--- config.mk ---
export PLATFORM = sky130hd
export DESIGN_NAME = wdt_wake_ctrl
export DESIGN_NICKNAME = d
export VERILOG_FILES = /design/src/rtl/wdt_wake_pkg.sv /design/src/rtl/wdt_tick_sel.sv /design/src/rtl/wdt_down_cnt.sv /design/src/rtl/wdt_ctl_reg.sv /design/src/rtl/wdt_fsm.sv /design/src/rtl/wdt_wake_ctrl.sv
export SDC_FILE = /design/constraint.sdc
export NUM_CORES = 1
export LEC_CHECK = 0
export BUFFER_PORTS_ARGS = -buffer_cell sky130_fd_sc_hd__buf_2
export CORE_MARGIN = 4
export CORE_UTILIZATION = 58
export CTS_CLUSTER_DIAMETER = 200
export CTS_CLUSTER_SIZE = 14
export DETAILED_ROUTE_END_ITERATION = 8
export PLACE_DENSITY = 0.9
export SLEW_MARGIN = 20
export SYNTH_ARGS = -nofsm -noshare
export SYNTH_HDL_FRONTEND = slang
export SYNTH_SLANG_ARGS = --single-unit
--- constraint.sdc ---
create_clock -name clk -period 4.5 [get_ports clk]
set_input_delay 0.675 -clock clk [delete_from_list [all_inputs] [get_ports clk]]
set_output_delay 0.675 -clock clk [all_outputs]
set_load 0.005 [all_outputs]
--- src/rtl/wdt_wake_pkg.sv ---
package wdt_wake_pkg;

    typedef enum logic [1:0] {
        ST_RUN  = 2'd0,
        ST_WAIT = 2'd1,
        ST_STOP = 2'd2,
        ST_STAB = 2'd3
    } wdt_state_e;

    // wake-source field encodings
    localparam logic [1:0] WSRC_D32  = 2'b00;
    localparam logic [1:0] WSRC_D512 = 2'b01;

endpackage

--- src/rtl/wdt_tick_sel.sv ---
module wdt_tick_sel (
    input  logic       tick_d32,
    input  logic       tick_d128,
    input  logic       tick_d512,
    input  logic       stab_mode,
    input  logic       run_fast,
    input  logic [1:0] wake_src,
    output logic       tick
);
    import wdt_wake_pkg::*;

    logic stab_tick;
    logic run_tick;

    always_comb begin
        unique case (wake_src)
            WSRC_D32:  stab_tick = tick_d32;
            WSRC_D512: stab_tick = tick_d512;
            default:   stab_tick = tick_d128;
        endcase
    end

    assign run_tick = run_fast ? tick_d32 : tick_d512;
    assign tick     = stab_mode ? stab_tick : run_tick;

endmodule

--- src/rtl/wdt_down_cnt.sv ---
module wdt_down_cnt #(
    parameter int CNT_W = 12
) (
    input  logic             clk,
    input  logic             rst_n,
    input  logic             load,
    input  logic             dec,
    output logic [CNT_W-1:0] cnt,
    output logic             at_edge
);
    localparam logic [CNT_W-1:0] ALL_ONES = {CNT_W{1'b1}};
    localparam logic [CNT_W-1:0] EDGE_VAL = {1'b1, {(CNT_W-1){1'b0}}};

    logic [CNT_W-1:0] cnt_q;

    always_ff @(posedge clk or negedge rst_n) begin
        if (!rst_n) begin
            cnt_q <= ALL_ONES;
        end else if (load) begin
            cnt_q <= ALL_ONES;
        end else if (dec) begin
            cnt_q <= cnt_q - 1'b1;
        end
    end

    assign cnt     = cnt_q;
    // next decrement clears the top bit
    assign at_edge = (cnt_q == EDGE_VAL);

endmodule

--- src/rtl/wdt_ctl_reg.sv ---
module wdt_ctl_reg #(
    parameter int CTL_W    = 8,
    parameter int RATE_BIT = 0
) (
    input  logic             clk,
    input  logic             rst_n,
    input  logic             wr_en,
    input  logic [CTL_W-1:0] wdata,
    input  logic             capture,
    input  logic             restore,
    output logic             run_fast,
    output logic [1:0]       wake_src
);
    localparam int SRC_MSB = CTL_W - 1;

    logic       fast_q;
    logic       saved_q;
    logic [1:0] src_q;
    logic       unused_wdata;

    always_ff @(posedge clk or negedge rst_n) begin
        if (!rst_n) begin
            fast_q  <= 1'b0;
            saved_q <= 1'b0;
            src_q   <= 2'b00;
        end else begin
            if (capture) begin
                saved_q <= fast_q;
            end
            if (restore) begin
                fast_q <= saved_q;
            end else if (wr_en) begin
                fast_q <= wdata[RATE_BIT];
            end
            if (wr_en) begin
                src_q <= wdata[SRC_MSB -: 2];
            end
        end
    end

    assign unused_wdata = ^wdata;
    assign run_fast     = fast_q;
    assign wake_src     = src_q;

endmodule

--- src/rtl/wdt_fsm.sv ---
module wdt_fsm (
    input  logic                      clk,
    input  logic                      rst_n,
    input  logic                      stop_exec,
    input  logic                      wait_mode,
    input  logic                      wake_irq,
    input  logic                      stop_use,
    input  logic                      refresh,
    input  logic                      tick,
    input  logic                      at_edge,
    output wdt_wake_pkg::wdt_state_e  state,
    output logic                      cnt_load,
    output logic                      cnt_dec,
    output logic                      src_capture,
    output logic                      src_restore,
    output logic                      wr_ok,
    output logic                      stab_mode,
    output logic                      irq,
    output logic                      clk_en
);
    import wdt_wake_pkg::*;

    wdt_state_e state_q;
    wdt_state_e state_d;
    logic       irq_set;
    logic       irq_q;

    // state register
    always_ff @(posedge clk or negedge rst_n) begin
        if (!rst_n) begin
            state_q <= ST_RUN;
            irq_q   <= 1'b0;
        end else begin
            state_q <= state_d;
            irq_q   <= irq_set;
        end
    end

    // next state and counter control
    always_comb begin
        state_d     = state_q;
        cnt_load    = 1'b0;
        cnt_dec     = 1'b0;
        src_capture = 1'b0;
        src_restore = 1'b0;
        irq_set     = 1'b0;
        unique case (state_q)
            ST_RUN: begin
                if (stop_exec) begin
                    state_d     = ST_STOP;
                    cnt_load    = 1'b1;
                    src_capture = 1'b1;
                end else if (wait_mode) begin
                    state_d = ST_WAIT;
                end else if (refresh) begin
                    cnt_load = 1'b1;
                end else if (tick) begin
                    cnt_dec = 1'b1;
                    irq_set = at_edge;
                end
            end
            ST_WAIT: begin
                if (!wait_mode) begin
                    state_d = ST_RUN;
                end
            end
            ST_STOP: begin
                if (wake_irq) begin
                    cnt_load = 1'b1;
                    if (stop_use) begin
                        state_d = ST_STAB;
                    end else begin
                        state_d     = ST_RUN;
                        src_restore = 1'b1;
                    end
                end
            end
            ST_STAB: begin
                if (tick) begin
                    if (at_edge) begin
                        state_d     = ST_RUN;
                        cnt_load    = 1'b1;
                        src_restore = 1'b1;
                    end else begin
                        cnt_dec = 1'b1;
                    end
                end
            end
        endcase
    end

    // outputs decoded from state
    always_comb begin
        clk_en    = 1'b1;
        wr_ok     = 1'b0;
        stab_mode = 1'b0;
        unique case (state_q)
            ST_RUN:  wr_ok = 1'b1;
            ST_WAIT: clk_en = 1'b1;
            ST_STOP: clk_en = 1'b0;
            ST_STAB: begin
                clk_en    = 1'b0;
                stab_mode = 1'b1;
            end
        endcase
    end

    assign state = state_q;
    assign irq   = irq_q;

endmodule

--- src/rtl/wdt_wake_ctrl.sv ---
module wdt_wake_ctrl #(
    parameter int CNT_W    = 12,
    parameter int CTL_W    = 8,
    parameter int RATE_BIT = 0
) (
    input  logic             clk,
    input  logic             rst_n,
    input  logic             tick_d32,
    input  logic             tick_d128,
    input  logic             tick_d512,
    input  logic             wait_mode,
    input  logic             stop_exec,
    input  logic             wake_irq,
    input  logic             stop_use,
    input  logic             refresh,
    input  logic             ctl_we,
    input  logic [CTL_W-1:0] ctl_wdata,
    output logic             wdt_irq,
    output logic             cpu_clk_en
);
    import wdt_wake_pkg::*;

    wdt_state_e       state;
    logic [CNT_W-1:0] cnt;
    logic             at_edge;
    logic             tick;
    logic             cnt_load;
    logic             cnt_dec;
    logic             src_capture;
    logic             src_restore;
    logic             wr_ok;
    logic             stab_mode;
    logic             run_fast;
    logic [1:0]       wake_src;

    wdt_fsm u_fsm (
        .clk         (clk),
        .rst_n       (rst_n),
        .stop_exec   (stop_exec),
        .wait_mode   (wait_mode),
        .wake_irq    (wake_irq),
        .stop_use    (stop_use),
        .refresh     (refresh),
        .tick        (tick),
        .at_edge     (at_edge),
        .state       (state),
        .cnt_load    (cnt_load),
        .cnt_dec     (cnt_dec),
        .src_capture (src_capture),
        .src_restore (src_restore),
        .wr_ok       (wr_ok),
        .stab_mode   (stab_mode),
        .irq         (wdt_irq),
        .clk_en      (cpu_clk_en)
    );

    wdt_down_cnt #(.CNT_W(CNT_W)) u_cnt (
        .clk     (clk),
        .rst_n   (rst_n),
        .load    (cnt_load),
        .dec     (cnt_dec),
        .cnt     (cnt),
        .at_edge (at_edge)
    );

    wdt_ctl_reg #(.CTL_W(CTL_W), .RATE_BIT(RATE_BIT)) u_ctl (
        .clk      (clk),
        .rst_n    (rst_n),
        .wr_en    (ctl_we && wr_ok),
        .wdata    (ctl_wdata),
        .capture  (src_capture),
        .restore  (src_restore),
        .run_fast (run_fast),
        .wake_src (wake_src)
    );

    wdt_tick_sel u_sel (
        .tick_d32  (tick_d32),
        .tick_d128 (tick_d128),
        .tick_d512 (tick_d512),
        .stab_mode (stab_mode),
        .run_fast  (run_fast),
        .wake_src  (wake_src),
        .tick      (tick)
    );

endmodule

---- Word-level counts from Yosys, hierarchy flattened ----
Index checks and enable logic that the tools add are counted.
word-level totals
  register bits ........................... 19
  bits of input ports ..................... 19
  output and inout bits ................... 2
  word-level logic and storage cells ...... 66
cells by class
  add/sub/neg operators ................... 1
  eq/ne operators ......................... 10
  mux-type cells .......................... 42
  reduce and logical (&&, ||, !) cells .... 7
operators with widths
  cell                     count
  $mux W1                  28
  $mux W12                 2
  $mux W2                  7
  $eq A12 B12 Y1 const B   1
  $sub A12 B1 Y12 const B  1
  $pmux W2 S4              1
  $ne A2 B2 Y1 const B     3
  $pmux W1 S2              3
  $reduce_and A5 Y1        1
  $eq A2 B1 Y1 const B     2
  $eq A2 B2 Y1 const B     2
  $logic_not A2 Y1         2
  $reduce_bool A2 Y1       2
  $ne A3 B3 Y1 const B     1
  $pmux W1 S3              1
  $ne A2 B1 Y1 const B     1
  $reduce_or A2 Y1         1
  $logic_and A1 B1 Y1      1

---- Logic depth before layout (Yosys ltp) ----
Gate-level depths: netlist of the first run.
  depth after elaboration ................. 10
  gate-level depth with buffers ........... 8
  mapped depth without buffers ............ 7

---- Hierarchy ----
Synthesis of the first run repeated with hierarchy kept, for this count alone.
second synthesis, totals
  cell total of the unflattened synthesis .. 117
  area total of the unflattened synthesis .. 1,191.1 µm²
modules (own cells, without submodules)
  module         instances  cells each  area an instance (µm²)
  wdt_down_cnt   1          65          665.6
  wdt_fsm        1          35          322.8
  wdt_ctl_reg    1          10          152.6
  wdt_tick_sel   1          6           43.8
  wdt_wake_ctrl  1          1           6.3

---- Least setup slack after synthesis of the first run ----
No wires, ideal clock.
  path type ............................... input -> register
  start point ............................. in stop_exec
  end point ............................... reg u_cnt.cnt_q[7] (netlist: u_cnt.cnt[7])
  data arrival time ....................... 1.972 ns
  setup slack ............................. 2.432 ns
  stages .................................. 6
  path buffers ............................ 1
  path through ............................ nand2b_1 > or3_1 > a211o_1 > buf_6 > o41ai_2 > o311ai_1
between the ends
  word-level cells in the longest chain between the ends .. 3
RTL lines
  what                                            RTL line             source
  start, declared                                 wdt_wake_ctrl.sv:12  input logic stop_exec,
  $mux W1                                         wdt_fsm.sv:49        if (stop_exec) begin
  $pmux W1 S3 or $pmux W1 S2 (tied branches)      wdt_fsm.sv:47        unique case (state_q)
  $mux W12 or $reduce_bool A2 Y1 (tied branches)  n/a
  end signal, assigned                            wdt_down_cnt.sv:22   cnt_q <= cnt_q - 1'b1;
  end, declared                                   wdt_down_cnt.sv:14   logic [CNT_W-1:0] cnt_q;
Several ways; a longest one is shown, not always the timed one.
A chain may end at the register's enable or synchronous reset.

---- Final worst setup path of the first run ----
  start point ............................. reg u_fsm.state_q[0] (netlist: u_fsm.state[0])
  end point ............................... reg u_cnt.cnt_q[8] (netlist: u_cnt.cnt[8])
between the ends
  word-level cells in the longest chain between the ends .. 9
RTL lines
  what                                 RTL line                      source
  start, declared                      wdt_fsm.sv:23                 wdt_state_e state_q;
  start signal, assigned               wdt_fsm.sv:34                 state_q <= state_d;
  $eq A2 B2 Y1                         wdt_fsm.sv:47, wdt_fsm.sv:97
  $mux W1                              wdt_fsm.sv:97                 unique case (state_q)
  $mux W1                              wdt_tick_sel.sv:24            assign tick = stab_mode ? stab_tick : run_tick;
  $mux W1                              wdt_fsm.sv:57                 end else if (tick) begin
  $mux W1                              wdt_fsm.sv:55                 end else if (refresh) begin
  $mux W1                              wdt_fsm.sv:53                 end else if (wait_mode) begin
  $mux W1                              wdt_fsm.sv:49
  $pmux W1 S2                          wdt_fsm.sv:47
  $reduce_bool A2 Y1 (no source line)  n/a
Several ways; a longest one is shown, not always the timed one.

==> results.md, run 1 <==
* Status: finished, final reports clean
* Synth top area share at 26.8%
* CP max-delay cell: or4_1
* Root Buffer: clkbuf_4
* Pin count of the biggest net entering global routing at 25
* Total wire length at 2.32 mm
* HP Class: input port to asynchronous set/reset pin
* Crit path cell chain: inv_1 -> ha_1 -> nand2b_1 -> or3_1 -> a211o_1 -> or4_1 -> nand3_1
* Syn avg cell area at between 10 and 15 um^2
* Starting Density at between 60% and 70%
* Synth area leaders: dfstp_2 27%, dfrtp_1 15%, ha_1 7.4%, mux2_2 5.7%, or3_1 4.3%
* Final ANT Viol Nets at 0
* Leakage Power at between 0.5 and 0.6 nW
* Remaining DRCs at 0
* Fmax at 401 MHz
* Type of destination of the critical path: flip-flop
* Gpl congestion at around 0.82
* # diodes at 0
* Global-route wire length before repair at 3.58 mm
* Data arrival time of the critical path at approximately 2700 ps
* First DRT Iteration DRCs at 26
* Critical Path RT at 4740 ps
* Final min period at ~2500 ps
* Post-detail-place hpwl at roughly 1.7 mm
* Netlist cell types at 33
* WL per Instance at 14.6 um
* Maximum VDD drop at 0.317 mV
* Max cap viols at 0
* WHS at roughly 290 ps
* Unrepaired setup endpoints after global routing: no
* Final slew viol count at 0
* Post-CTS resize count at 0
* Buffers on Ports at 15
* Seq/Total Area, Yosys at 41.7%
* Core Area at 0.00194 mm^2
* Gr usage total at 17.5%
* Post-DR vias/cell at 6.04
* Kind of critical path: flip-flop to flip-flop
* Synthesized area at 0.00118 mm^2
* Worst Skew at 1.45 ps
* I/O pin count at 21
* Placed Instances at 155
* Vias in the first global route at roughly 850
* Clock Sinks at 19
* Slew margin rel. at 42.3%
* Final #Nets at 159
* Total congestion overflow at 0
* Longest Clk Path Bufs at 2
* CTS tree: built
* Cell Count, Final, Fillers Out at 159
* Post CTS Setup Buffer Count at 0
* Final setup fails at 0
* Setup slack, reg-to-reg at 2000 ps
* CP max FO at 24
* Via count at between 900 and 1k
* Power Density at 415 mW/mm^2
* Worst skew pair latency at 300 ps
* Hold_buf cts at 0
* Startpoint types: flip-flop
* Setup TNS at 0 ps
* Die area at 0.00281 mm^2
* Register bit total from synthesis at 19
* Gate count of the mapped netlist at 117
* Area leader, netlist: dfstp_2
* Share of layout cells above drive strength 1 at 30.3%
* Num CTS Buffers at 3
* Rows at 16
* Ys Warns at 0
* H-tree levels at 1
* Area Overhead vs Synth at 9.56%
* Pre-Repair DR Iteration Count at 5
* Initial antenna violation count at 0
* Synthesized Nets at 143
* Die Wd at ~53 um
* Worst-margin pin slew at 863 ps
* Slowest stage delay, CP at between 500 and 600 ps
* Chip height at 53.1 um
* Tcrit/Tclk final at 55.5%
* Worst-path clk slew at approximately 100 ps
* Final hold violations at 0
==> report_power, final <==
group	total, W	internal (W)	switching [W]	leakage [nW]
combinational	0.000212	0.0000939	0.000118	0.288
clock	0.0000860	0.0000346	0.0000513	0.0150
sequential	0.000238	0.000208	0.0000301	0.213
==> final timing paths <==
check | start | end | depth (start not counted)
max | u_fsm.state[0]$_DFFE_PN0P_ | u_cnt.cnt[8]$_DFFE_PN1P_ | 7
min | rst_n | u_ctl.run_fast$_DFFE_PN0P_ | 1
max reg2reg | u_fsm.state[0]$_DFFE_PN0P_ | u_cnt.cnt[8]$_DFFE_PN1P_ | 7
min reg2reg | u_cnt.cnt[10]$_DFFE_PN1P_ | u_cnt.cnt[10]$_DFFE_PN1P_ | 2
max in group asynchronous | rst_n | u_cnt.cnt[8]$_DFFE_PN1P_ | 1
min in group clk | u_cnt.cnt[10]$_DFFE_PN1P_ | u_cnt.cnt[10]$_DFFE_PN1P_ | 2
==> flip-flops by register name, indices dropped and copies added, names as in the netlist <==
signal / count
u_cnt.cnt: 12
u_ctl.wake_src: 2
u_fsm.state: 2
u_ctl.run_fast: 1
u_ctl.saved_q: 1
u_fsm.irq: 1
==> placed cells by master, fill, tap and decap left out, types with 4 or more instances in the layout <==
cell type	n
or4_1	4
inv_1	5
mux2_2	6
o21ai_0	9
dfstp_2	12
buf_2	15
or3_1	8
nand3_1	8
o31ai_1	6
nor2_1	4
nand2_1	8
ha_1	7
dfrtp_1	7
==> stage by stage <==
step           setup WS [ps]  total power, W  util, %  cell area (um^2)
2_1_floorplan           2430        0.000402        -              1180
3_3_place_gp            2000        0.000440     65.1              1260
3_5_place_dp            1940        0.000454     65.1              1260
4_1_cts                 2020        0.000543     66.4              1290
5_1_grt                 1830        0.000576     66.4              1290
6_report                2000        0.000536     66.4              1290
==> logic make-up (layout without fill, tap and decap cells) <==
| group | Yosys count | after routing | synth area share [%] |
|---|---|---|---|
| AND/OR/NAND/NOR | 47 | 47 | 22.7 |
| AO/OA/AOI/OAI | 27 | 27 | 17.2 |
| flip-flops | 19 | 19 | 41.7 |
| buffers and inverters | 9 | 24 | 3.51 |
| multiplexers | 8 | 8 | 7.44 |
| adder cells (fa/ha/maj) | 7 | 7 | 7.44 |
==> layout make-up <==
cell class | instances | area [um^2]
multi-input cells | 89 | 646
repair buffers | 15 | 75.1
well taps | 27 | 33.8
clock buffers | 4 | 26.3
flip-flops and latches | 19 | 490
fillers | 165 | 652
inverters | 5 | 18.8
==> cells in the mapped netlist <==
library cell / n
nor2b_1: 3
nand2_1: 8
nor4b_1: 1
nand3b_1: 2
a211oi_1: 1
o311ai_1: 2
a21oi_1: 1
nand2b_1: 3
nor4_1: 1
nand4_1: 1
o21bai_1: 1
a41o_1: 1
o211ai_1: 2
nor3_1: 2
dfrtp_1: 7
a211o_1: 1
o311ai_0: 1
ha_1: 7
clkbuf_1: 3
or4_1: 4
or3_1: 8
dfstp_2: 12
nand3_1: 8
mux2_2: 6
inv_1: 5
mux2i_1: 2
nor2_1: 4
nor4_2: 1
o41ai_2: 2
o31ai_1: 6
o21ai_0: 9
buf_6: 1
or2_2: 1
==> critical path: cells and delay by family, from the launching register on <==
family | cells | cell delay (ps)
simple gates | 4 | 1140
compound gates | 1 | 530
flops | 1 | 440
fa+ha+maj | 1 | 220
buf+inv | 1 | 100
==> metal layers <==
| layer | part of all wire (%) | track usage [%] |
|---|---|---|
| met5 | 0 | 0 |
| met4 | 0.65 | 4.68 |
| met3 | 4.7 | 5.07 |
| met2 | 50 | 28.3 |
| met1 | 45 | 22.6 |
No activity file was read; power rests on OpenSTA's default activity.
==> run 2, diff against run 1 <==
--- a/config.mk
+++ b/config.mk
@@ -7,11 +7,11 @@
 export LEC_CHECK = 0
 export BUFFER_PORTS_ARGS = -buffer_cell sky130_fd_sc_hd__buf_2
 export CORE_MARGIN = 4
-export CORE_UTILIZATION = 58
+export CORE_UTILIZATION = 54
 export CTS_CLUSTER_DIAMETER = 200
 export CTS_CLUSTER_SIZE = 14
 export DETAILED_ROUTE_END_ITERATION = 8
-export PLACE_DENSITY = 0.9
+export PLACE_DENSITY = 0.86
 export SLEW_MARGIN = 20
 export SYNTH_ARGS = -nofsm -noshare
 export SYNTH_HDL_FRONTEND = slang
==> constraint.sdc (replaced) <==
create_clock -name clk -period 2.6 [get_ports clk]
set_input_delay 0.39 -clock clk [delete_from_list [all_inputs] [get_ports clk]]
set_output_delay 0.39 -clock clk [all_outputs]
set_load 0.005 [all_outputs]
==> results.md, run 2 (synthesis gave the netlist of run 1 again) <==
* Unrepaired setup endpoints after global routing: no
* Final slew viol count at 0 (unchanged)
* Tcrit/Tclk final at 91.6% (+36 points)
* Area Overhead vs Synth at 10.3%
* Worst-path clk slew at 120 ps (+20 ps)
* Initial antenna violation count at 0 (unchanged)
* Global-route wire length before repair at 4.13 mm (+15%)
* Most common cell after layout, fill and taps aside: buf_2
* Clock Sinks at 19 (unchanged)
* Total congestion overflow at 0 (unchanged)
* Maximum VDD drop at 0.598 mV (+88%)
* Longest Clk Path Bufs at 2 (unchanged)
* Buffers on Ports at 15 (unchanged)
* Type of destination of the critical path: flip-flop
* Pin count of the biggest net entering global routing at 25 (unchanged)
* Layout Utilization at 64.2% (-2.2 points)
* Leakage Power at 0.521 nW (+0.94%)
* Max cap viols at 0 (unchanged)
* Final setup fails at 0 (unchanged)
* Setup TNS at 0 ps (unchanged)
* Slowest stage delay, CP at 510 ps (-70 ps)
* Worst skew pair latency at 310 ps (about the same)
* Most frequent cells in the layout: 15 x buf_2, 12 x dfstp_2, 9 x o21ai_0
* Critical Path RT at 2840 ps (-1900 ps)
* Via count at 964 (+0.42%)
* Buf+Inv Stages, Crit Path at 1 (unchanged)
* I/O pin count at 21 (unchanged)
* H-tree levels at 1 (unchanged)
* Fillers at 181 (+9.7%)
* Final ANT Viol Nets at 0 (unchanged)
* Hold_buf cts at 0 (unchanged)
* Kind of critical path: flip-flop to flip-flop
* Die area at 0.00299 mm^2 (+6.3%)
* CP max FO at 24 (unchanged)
* Status: finished, violations left
* Num CTS Buffers at 3 (unchanged)
* Die Wd at 54.7 um (+3.1%)
* Failing checks: hold timing
* Remaining DRCs at 0 (unchanged)
* Vias in the first global route at 935 (+11%)
* Core Area at 0.00202 mm^2 (+4.1%)
* Power Density at 733 mW/mm^2 (+76%)
* Slew margin rel. at 69.8% (+28 points)
* Share of layout cells above drive strength 1 at 31.6% (+1.3 points)
* Worst-margin pin slew at 446 ps (-417 ps)
* Number of flip-flops in the largest register at 12 (unchanged)
* CTS tree: built
* CP max-delay cell: or4_1
* Fmax at 420 MHz (+4.8%)
* First DRT Iteration DRCs at 25 (-3.8%)
* Data arrival time of the critical path at 2620 ps (-110 ps)
* WHS at -4.17 ps (-294 ps)
* Startpoint types: flip-flop
* Starting Density at 58.2% (-2.4 points)
* Worst Skew at 19.7 ps (+18.3 ps)
* HP Class: input port to asynchronous set/reset pin
* # diodes at 0 (unchanged)
* Gpl congestion at 0.781 (-4.6%)
* Total wire length at 2.39 mm (+2.8%)
* WL per Instance at 14.9 um (+2.2%)
* Chip height at 54.7 um (+3.1%)
* Gr usage total at 19.1% (+1.7 points)
* Pre-Repair DR Iteration Count at 4 (-1)
* Rows at 16 (unchanged)
* Final #Nets at 160 (+0.63%)
* Final hold violations at 7 (+7)
* Crit path cell chain: inv_1 -> ha_1 -> nand2b_1 -> or3_1 -> a211o_2 -> or4_1 -> nand3_1
* CP top delay family: simple AND/OR/NAND/NOR gates
* Post-DR vias/cell at 6.03 (-0.21%)
* Root Buffer: clkbuf_4
* Post-detail-place hpwl at 1.85 mm (+6.9%)
* Final min period at 2380 ps (-114 ps)
==> run 2: cell types whose count changed in the layout (fill, tap and decap cells not counted), sizes merged <==
cell  previous run  this run
buf             15        16
==> run 2: worst paths after layout <==
path                                            start                            end  slack (ps)  cells after the start
max                        u_fsm.state[0]$_DFFE_PN0P_       u_cnt.cnt[5]$_DFFE_PN1P_         220                      7
min                                             rst_n  u_ctl.wake_src[0]$_DFFE_PN0P_          -4                      1
max reg2reg                u_fsm.state[0]$_DFFE_PN0P_       u_cnt.cnt[5]$_DFFE_PN1P_         220                      7
min reg2reg                  u_cnt.cnt[9]$_DFFE_PN1P_       u_cnt.cnt[9]$_DFFE_PN1P_         520                      2
max in group asynchronous                       rst_n       u_cnt.cnt[9]$_DFFE_PN1P_        2260                      1
min in group clk                         ctl_wdata[7]  u_ctl.wake_src[1]$_DFFE_PN0P_         300                      2
==> run 2: layout make-up <==
cell class	count	area [um^2]	area share (%)
well taps	27	33.8	2.60
clock buffers	4	26.3	2.02
multi-input cells	89	647	49.8
flip-flops and latches	19	490	37.8
inverters	5	18.8	1.45
repair buffers	16	82.6	6.36
==> run 2: power breakdown <==
group	switching (W)	internal, W	total [W]
combinational	0.000211	0.000174	0.000386
clock	0.0000954	0.0000599	0.000155
sequential	0.0000506	0.000360	0.000410
total	0.000357	0.000594	0.000951
==> run 2: timing repair <==
item,in CTS,in global routing
setup buffers,0,0
resized for setup,0,1
endpoints found under the setup margin,0,5
==> run 2: metrics by stage <==
| stage | setup slack, ps | hold WS, ps | power [W] | cell area, um^2 | instances |
|---|---|---|---|---|---|
| 3_5_place_dp | 178 | 352 | 0.000800 | 1270 | 156 |
| 5_1_grt | 57.9 | 35.2 | 0.00102 | 1300 | 160 |
| 4_1_cts | 150 | 16.1 | 0.000950 | 1300 | 160 |
| 6_report | 218 | -4.17 | 0.000951 | 1300 | 160 |
| 2_1_floorplan | 591 | 94.4 | 0.000696 | 1180 | 117 |
| 3_3_place_gp | 213 | 346 | 0.000776 | 1270 | 156 |
==> run 2: metal layers <==
layer  global-route usage [%]  wire length, um  vias to the layer above
li1                         -                -                      474
met1                     25.8             1100                      467
met2                     30.7             1170                       20
met3                     3.27               99                        3
met4                     6.22               23                        0
met5                        0                0                        -
==> run 3, diff against run 2 <==
--- a/config.mk
+++ b/config.mk
@@ -12,6 +12,7 @@
 export CTS_CLUSTER_SIZE = 14
 export DETAILED_ROUTE_END_ITERATION = 8
 export PLACE_DENSITY = 0.86
+export RECOVER_POWER = 100
 export SLEW_MARGIN = 20
 export SYNTH_ARGS = -nofsm -noshare
 export SYNTH_HDL_FRONTEND = slang
==> results.md, run 3 (synthesis gave the netlist of run 1 again) <==
* Part of the power in registers at 43.4% (+0.3 points)
* Gr usage total at 19.1% (unchanged)
* HP Class: input port to asynchronous set/reset pin
* I/O pin count at 21 (unchanged)
* Worst-path clk slew at 110 ps (about the same)
* Buffers on Ports at 15 (unchanged)
* Total congestion overflow at 0 (unchanged)
* Int Pwr at 0.000592 W (-0.44%)
* Most common cell after layout, fill and taps aside: buf_2
* Global-route wire length before repair at 4.13 mm (unchanged)
* Gpl congestion at 0.781 (unchanged)
* Layout Utilization at 63.7% (-0.56 points)
* Maximum VDD drop at 0.596 mV (-0.33%)
* Max cap viols at 0 (unchanged)
* First DRT Iteration DRCs at 25 (unchanged)
* Design Power at 0.000945 W (-0.63%)
* Startpoint types: flip-flop
* Critical Path RT at 2840 ps (about the same)
* Clock Sinks at 19 (unchanged)
* Slew margin rel. at 33.5% (-36 points)
* Post CTS Setup Buffer Count at 0 (unchanged)
* Vias in the first global route at 935 (unchanged)
* NetSw at 0.000354 W (-0.95%)
* Post-detail-place hpwl at 1.85 mm (unchanged)
* Chip height at 54.7 um (unchanged)
* Setup WS pre-CTS at 178 ps (unchanged)
* Combinational power share at 40.4% (about the same)
* Status: finished, final reports clean
* Tcrit/Tclk final at 91.3% (-0.30 points)
* Via count at 961 (-0.31%)
* Longest Clk Path Bufs at 2 (unchanged)
* Pre-Repair DR Iteration Count at 5 (+1)
* Kind of critical path: flip-flop to flip-flop
* Final ANT Viol Nets at 0 (unchanged)
* Worst-margin pin slew at 998 ps (+552 ps)
* Root Buffer: clkbuf_4
* Data arrival time of the critical path at 2620 ps (about the same)
* Most frequent cells in the layout: 12 x buf_2, 11 x dfstp_2, 9 x o21ai_0
* Final hold violations at 0 (-7)
* Hold_buf cts at 0 (unchanged)
* WL per Instance at 15.0 um (+0.25%)
* H-tree levels at 1 (unchanged)
* Final min period at 2370 ps (-7.85 ps)
* Setup TNS at 0 ps (unchanged)
* Number of flip-flops in the largest register at 12 (unchanged)
* Remaining DRCs at 0 (unchanged)
* Post-DR vias/cell at 6.01 (-0.31%)
* Final setup margin at 226 ps (+7.85 ps)
* Rows at 16 (unchanged)
* Initial antenna violation count at 0 (unchanged)
* Num CTS Buffers at 3 (unchanged)
* Die Wd at 54.7 um (unchanged)
* Unrepaired setup endpoints after global routing: no
* CP max FO at 24 (unchanged)
* Worst skew pair latency at 310 ps (about the same)
* Power Density at 734 mW/mm^2 (+0.24%)
* Starting Density at 58.2% (unchanged)
* Type of destination of the critical path: flip-flop
* Post-CTS resize count at 0 (unchanged)
* Area Overhead vs Synth at 9.35%
* Final #Nets at 160 (unchanged)
* Leakage Power at 0.505 nW (-3.1%)
* Pin count of the biggest net entering global routing at 25 (unchanged)
* CTS tree: built
* Total wire length at 2.40 mm (+0.25%)
* # diodes at 0 (unchanged)
* Final setup fails at 0 (unchanged)
* Share of layout cells above drive strength 1 at 27.8% (-3.8 points)
* Fmax at 421 MHz (+0.33%)
* Die area at 0.00299 mm^2 (unchanged)
* Core Area at 0.00202 mm^2 (unchanged)
* Clock network power share at 16.1% (-0.2 points)
* Worst Skew at 13.1 ps (-6.61 ps)
* Final slew viol count at 0 (unchanged)
* Sw frac at 37.4% (-0.12 points)
[run 3: area by class of cell]
class,count,area (um^2)
tap,27,33.8
fill,186,734
clock buffer,4,26.3
multi-input combinational,89,639
sequential,19,490
inverter,5,18.8
timing repair buffer,16,78.8
[run 3: path summary, 6_finish.rpt]
path                                             from                             to  slack [ps]  cells past startpoint
setup / recovery           u_fsm.state[0]$_DFFE_PN0P_       u_cnt.cnt[5]$_DFFE_PN1P_         230                      7
hold reg to reg              u_cnt.cnt[5]$_DFFE_PN1P_       u_cnt.cnt[5]$_DFFE_PN1P_         530                      2
setup reg to reg           u_fsm.state[0]$_DFFE_PN0P_       u_cnt.cnt[5]$_DFFE_PN1P_         230                      7
min in group clk                         ctl_wdata[7]  u_ctl.wake_src[1]$_DFFE_PN0P_         310                      2
max in group asynchronous                       rst_n      u_ctl.saved_q$_DFFE_PN0P_        1790                      1
hold / removal                                  rst_n            u_fsm.irq$_DFF_PN0_         220                      1
[run 3: metal layers]
metal | part of all wire (%) | global-route usage, % | wire length, um
met1 | 46 | 25.8 | 1100
met3 | 4.0 | 3.27 | 97
met2 | 49 | 30.7 | 1180
met4 | 0.96 | 6.22 | 23
met5 | 0 | 0 | 0
[run 3: power by group through the flow]
stage	clock [W]	combinational, W	sequential, W
floorplan	0	0.000295	0.000401
global placement	0	0.000366	0.000410
detailed placement	0	0.000383	0.000417
CTS	0.000155	0.000385	0.000411
global route	0.000166	0.000435	0.000419
finish	0.000152	0.000382	0.000411
[run 3: worst max-delay path: stages (launching register included)]
cell and delay (ps):
dfrtp_1 450, inv_1 100, ha_1 240, nand2b_1 110, or3_1 360, a211o_2 460, or4_1 510, nand3_1 90
[run 3: metrics by stage]
| step | area [um^2] | hold WS, ps | cells |
|---|---|---|---|
| CTS | 1300 | 16.1 | 160 |
| finish | 1290 | 216 | 160 |
| floorplan | 1180 | 94.4 | 117 |
| detailed placement | 1270 | 352 | 156 |
| global route | 1290 | 309 | 160 |
| global placement | 1270 | 346 | 156 |
